<file path="src/rtl/simd_cmpz_pkg.sv">
package simd_cmpz_pkg;

    localparam int unsigned CMPZ_DATA_W   = 128;
    localparam int unsigned CMPZ_LANE_MIN = 8;
    localparam int unsigned CMPZ_NSIZES   = 4;
    localparam int unsigned CMPZ_SIZE_W   = $clog2(CMPZ_NSIZES);

    // size code whose element equals the full half-width (64 bits)
    localparam logic [CMPZ_SIZE_W-1:0] CMPZ_SIZE_DWORD = CMPZ_SIZE_W'(CMPZ_NSIZES - 1);

    typedef struct packed {
        logic                   undef;  // encoding not legal
        logic [CMPZ_SIZE_W-1:0] esel;   // element width selector
        logic                   full;   // 1: whole register active, 0: lower half
    } cmpz_dec_t;

endpackage

</file>
<file path="src/rtl/simd_cmpz_decode.sv">
module simd_cmpz_decode
    import simd_cmpz_pkg::*;
(
    input  logic                   scalar,
    input  logic [CMPZ_SIZE_W-1:0] size,
    input  logic                   q,
    output cmpz_dec_t              dec
);

    logic size_is_dword;

    always_comb begin
        size_is_dword = (size == CMPZ_SIZE_DWORD);
        dec       = '0;
        dec.esel  = size;
        if (scalar) begin
            // scalar form: one element of the half width, only the widest size
            dec.undef = !size_is_dword;
            dec.full  = 1'b0;
        end else begin
            // vector form: widest size needs the full register
            dec.undef = size_is_dword && !q;
            dec.full  = q;
        end
    end

endmodule

</file>
<file path="src/rtl/simd_cmpz_lanes.sv">
module simd_cmpz_lanes
    import simd_cmpz_pkg::*;
#(
    parameter int unsigned DATA_W   = CMPZ_DATA_W,
    parameter int unsigned LANE_MIN = CMPZ_LANE_MIN,
    parameter int unsigned NSIZES   = CMPZ_NSIZES,
    localparam int unsigned SEL_W   = $clog2(NSIZES)
) (
    input  logic [DATA_W-1:0] src,
    input  logic [SEL_W-1:0]  esel,
    output logic [DATA_W-1:0] mask
);

    logic [NSIZES-1:0][DATA_W-1:0] cand;

    for (genvar g = 0; g < NSIZES; g++) begin : g_size
        localparam int unsigned W = LANE_MIN << g;
        localparam int unsigned N = DATA_W / W;
        for (genvar l = 0; l < N; l++) begin : g_lane
            // non-negative when the sign bit is clear
            assign cand[g][l*W +: W] = {W{~src[l*W + W - 1]}};
        end
    end

    assign mask = cand[esel];

endmodule

</file>
<file path="src/rtl/simd_cmpz_clip.sv">
module simd_cmpz_clip
    import simd_cmpz_pkg::*;
#(
    parameter int unsigned DATA_W = CMPZ_DATA_W,
    localparam int unsigned HALF_W = DATA_W / 2
) (
    input  logic [DATA_W-1:0] mask_in,
    input  logic              full,
    input  logic              undef,
    output logic [DATA_W-1:0] mask_out
);

    logic [DATA_W-1:0] keep;

    always_comb begin
        keep = full ? {DATA_W{1'b1}} : {{HALF_W{1'b0}}, {HALF_W{1'b1}}};
        mask_out = undef ? '0 : (mask_in & keep);
    end

endmodule

</file>
<file path="src/rtl/simd_cmpz.sv">
module simd_cmpz
    import simd_cmpz_pkg::*;
#(
    parameter int unsigned DATA_W   = CMPZ_DATA_W,
    parameter int unsigned LANE_MIN = CMPZ_LANE_MIN
) (
    input  logic                   clk,
    input  logic                   rst_n,
    input  logic                   in_valid,
    input  logic                   in_scalar,
    input  logic [CMPZ_SIZE_W-1:0] in_size,
    input  logic                   in_q,
    input  logic [DATA_W-1:0]      in_src,
    output logic                   out_valid,
    output logic                   out_undef,
    output logic [DATA_W-1:0]      out_result
);

    typedef struct packed {
        logic              valid;
        logic              undef;
        logic [DATA_W-1:0] result;
    } state_t;

    state_t            state_d, state_q;
    cmpz_dec_t         dec;
    logic [DATA_W-1:0] raw_mask;
    logic [DATA_W-1:0] clip_mask;

    simd_cmpz_decode i_decode (
        .scalar (in_scalar),
        .size   (in_size),
        .q      (in_q),
        .dec    (dec)
    );

    simd_cmpz_lanes #(
        .DATA_W   (DATA_W),
        .LANE_MIN (LANE_MIN),
        .NSIZES   (CMPZ_NSIZES)
    ) i_lanes (
        .src  (in_src),
        .esel (dec.esel),
        .mask (raw_mask)
    );

    simd_cmpz_clip #(
        .DATA_W (DATA_W)
    ) i_clip (
        .mask_in  (raw_mask),
        .full     (dec.full),
        .undef    (dec.undef),
        .mask_out (clip_mask)
    );

    always_comb begin
        state_d        = state_q;
        state_d.valid  = in_valid;
        state_d.undef  = 1'b0;
        if (in_valid) begin
            state_d.undef  = dec.undef;
            state_d.result = clip_mask;
        end
    end

    always_ff @(posedge clk) begin
        if (!rst_n) begin
            state_q <= '0;
        end else begin
            state_q <= state_d;
        end
    end

    assign out_valid  = state_q.valid;
    assign out_undef  = state_q.undef;
    assign out_result = state_q.result;

endmodule

</file>
<file path="config.mk">
export PLATFORM = sky130hd
export DESIGN_NAME = simd_cmpz
export DESIGN_NICKNAME = d
export VERILOG_FILES = /design/src/rtl/simd_cmpz_pkg.sv /design/src/rtl/simd_cmpz_decode.sv /design/src/rtl/simd_cmpz_lanes.sv /design/src/rtl/simd_cmpz_clip.sv /design/src/rtl/simd_cmpz.sv
export SDC_FILE = /design/constraint.sdc
export NUM_CORES = 1
export LEC_CHECK = 0
export BUFFER_PORTS_ARGS = -buffer_cell sky130_fd_sc_hd__buf_2
export CORE_UTILIZATION = 37
export DETAILED_ROUTE_END_ITERATION = 8
export PLACE_DENSITY = 0.63
export SLEW_MARGIN = 10
export SYNTH_ARGS = -nofsm -noshare
export SYNTH_HDL_FRONTEND = slang
export SYNTH_HIERARCHICAL = 1
export SYNTH_SLANG_ARGS = --single-unit
</file>
<file path="constraint.sdc">
create_clock -name clk -period 4.19 [get_ports clk]
set_input_delay 0.419 -clock clk [delete_from_list [all_inputs] [get_ports clk]]
set_output_delay 0.419 -clock clk [all_outputs]
set_load 0.02 [all_outputs]
</file>
==> flow_summary.ini <==
[outcome]
status = complete, no violations

[critical_path]
r2r_start = out_result[91]
critPathKind = primary input to flop
cp-end-kind = flop
crit_path_start_kind = primary input
crit_arrival_ns = 2.47
regToRegEndpoint = out_result[91]
critPathMaxFanout = 91
rrSetupSlack_ns = 3.56
rr_worst_depth = 2
required_ns = 4.49

[global_route]
use_met1_pct = 18.97
grt_pass1_vias = 4178
grt_busiest_layer = met2
overflow = 0
met3_usage_pct = 5.417
grt_use_total_pct = 14.35
grt_pass1_wl_mm = 22.78
use_met2_pct = 21.49
antenna_found_initial = 1
grt_max_degree = 92

[floorplan]
rows = 50
fp.dieW_um = 142.0
die_h_um = 142.0
die_area_um2 = 20170
start_util_pct = 38.28
pin_count = 265
coreArea_um2 = 18960

[cts]
cts_hold_buffers = 0
clk_latency_ns = 0.40
cts_made_buffers = 17
postCtsSetupBuffers = 0
cts_resized = 0
clockBufferDepth = 2
cts_root_buffer = clkbuf_16
cts.sinks = 130
h-tree-depth = 4
clkTransAtPathRegs_ns = 0.06
cts_tree = done

[worst_hold_path]
hold_class = flop to flop
hold_path_end = out_result[53]
min-delay-start = out_result[53]
min_delay_path_depth = 2

[sta]
tns_ns = 0
timing.hold.ws_ns = 0.5058
fin_crit_ns = 2.168
slew_violations = 0
fin_crit_sh_pct = 51.74
rsz0062_at_grt = no
setup_viol = 0
setup_ws_ns = 2.022
worstMarginPinSlew_ns = 1.001
relSlewSlack_pct = 33.24
fmax_mhz = 461.2
hold_viol_final = 0
finalClockSkew_ns = 0

[cells_and_area]
fin_util_pct = 40.91
area_growth_pct = 6.881
drive_above_1_share_pct = 26.69
layout_commonest_cell = nor2b_1
fin_cells = 998
n_antenna_cell = 0
final_cell_mix = nor2b_1 (192), buf_2 (151), mux2i_1 (142)
nets = 860

[synth]
ys_seq_elements = 130
netlist_area_um2 = 7256
syn_nets = 850
syn-mean-instance-area_um2 = 10.15
ys_seq_area_share_pct = 35.87
synth.distinct_cells = 19
ys_warn_count = 6
synth_cells = 715

[detailed_routing]
drtIter0Drc = 116
wl_mm = 14.21
drc = 0
wire_per_inst_um = 14.23
drtPass1Iterations = 4
num_vias = 4324
ant_nets = 0
viasPerCell = 4.333

[placement]
place_congestion = 0.6647
pre_cts_slack_ns = 1.539
dp_hpwl_mm = 8.596
placedCellCount = 966
portBuffers = 152

[run]
timing.max_cap.violations = 0

[power_and_ir_drop]
leakage_nw = 3.853
peakVddDrop_uv = 259.1
p_per_area_nw_per_um2 = 429.1
## where the power goes
| part | internal, mW | switching, mW | leakage (nW) | total [mW] |
|---|---|---|---|---|
| Sequential | 1.28 | 0.0207 | 1.06 | 1.30 |
| Combinational | 0.184 | 0.244 | 2.49 | 0.428 |
| Clock | 1.04 | 0.556 | 0.306 | 1.60 |
| Total | 2.51 | 0.821 | 3.85 | 3.33 |
## kinds of logic after synthesis
family | after synthesis | synth area share [%]
and+or+nand+nor | 263 | 24.76
buffers and inverters | 171 | 18.02
muxes | 151 | 21.35
DFF | 130 | 35.87
## sequential cells by signal (all words and copies together), names as in the netlist
register,count
out_result,128
out_undef,1
out_valid,1
## cell usage after synthesis
master	instances	area share [%]
and2_1	1	0.086
buf_6	2	0.31
mux2i_1	142	20
dfxtp_1	130	36
inv_1	4	0.21
nor2b_1	192	17
and2b_1	1	0.10
buf_2	20	1.4
nand2_1	2	0.10
clkbuf_1	13	0.67
nor2_1	2	0.10
mux2_2	6	0.93
mux4_2	2	0.62
and3_1	1	0.086
buf_4	118	12
mux2_4	1	0.21
clkbuf_2	3	0.21
buf_12	11	3.0
and3b_1	64	7.7
## area by class of cell
| cell class | instances | area (um^2) |
|---|---|---|
| tap | 260 | 325.3 |
| fill | 1917 | 11200 |
| timing repair buffer | 158 | 837.1 |
| clock inverter | 10 | 155.1 |
| sequential | 130 | 2603 |
| multi-input combinational | 414 | 3346 |
| inverter | 4 | 15.01 |
| clock buffer | 22 | 474.2 |
## critical path, cell delays in order
cell	delay, ns
buf_2	0.39
nand2_1	0.18
mux2_4	0.81
buf_4	0.38
nor2b_1	0.07
mux2i_1	0.14
nor2b_1	0.06
## how the worst max path moves through the flow
stage | startpoint | endpoint | slack (ns) | cells past startpoint
after floorplan | in_size[1] | out_result[113] | 2.22 | 9
after global placement | in_size[1] | out_result[41] | 1.53 | 7
after detailed placement | in_size[1] | out_result[33] | 1.54 | 7
after CTS | in_size[1] | out_result[33] | 1.97 | 7
after global routing | in_size[1] | out_result[20] | 1.79 | 7
final | in_size[1] | out_result[45] | 2.02 | 7
## metal layers
metal  part of all wire (%)  vias to the layer above
met5                  0.056                        -
met4                    1.0                        2
met3                    6.2                       10
met2                     41                       99
met1                     51                     1961
li1                       -                     2252
## stage by stage
| step | instance area, um^2 | total power, mW |
|---|---|---|
| CTS | 7755 | 3.381 |
| global route | 7755 | 3.477 |
| finish | 7755 | 3.328 |
| global placement | 7126 | 1.762 |
| floorplan | 7256 | 1.791 |
| detailed placement | 7126 | 1.764 |
No activity file was read; power rests on OpenSTA's default activity.
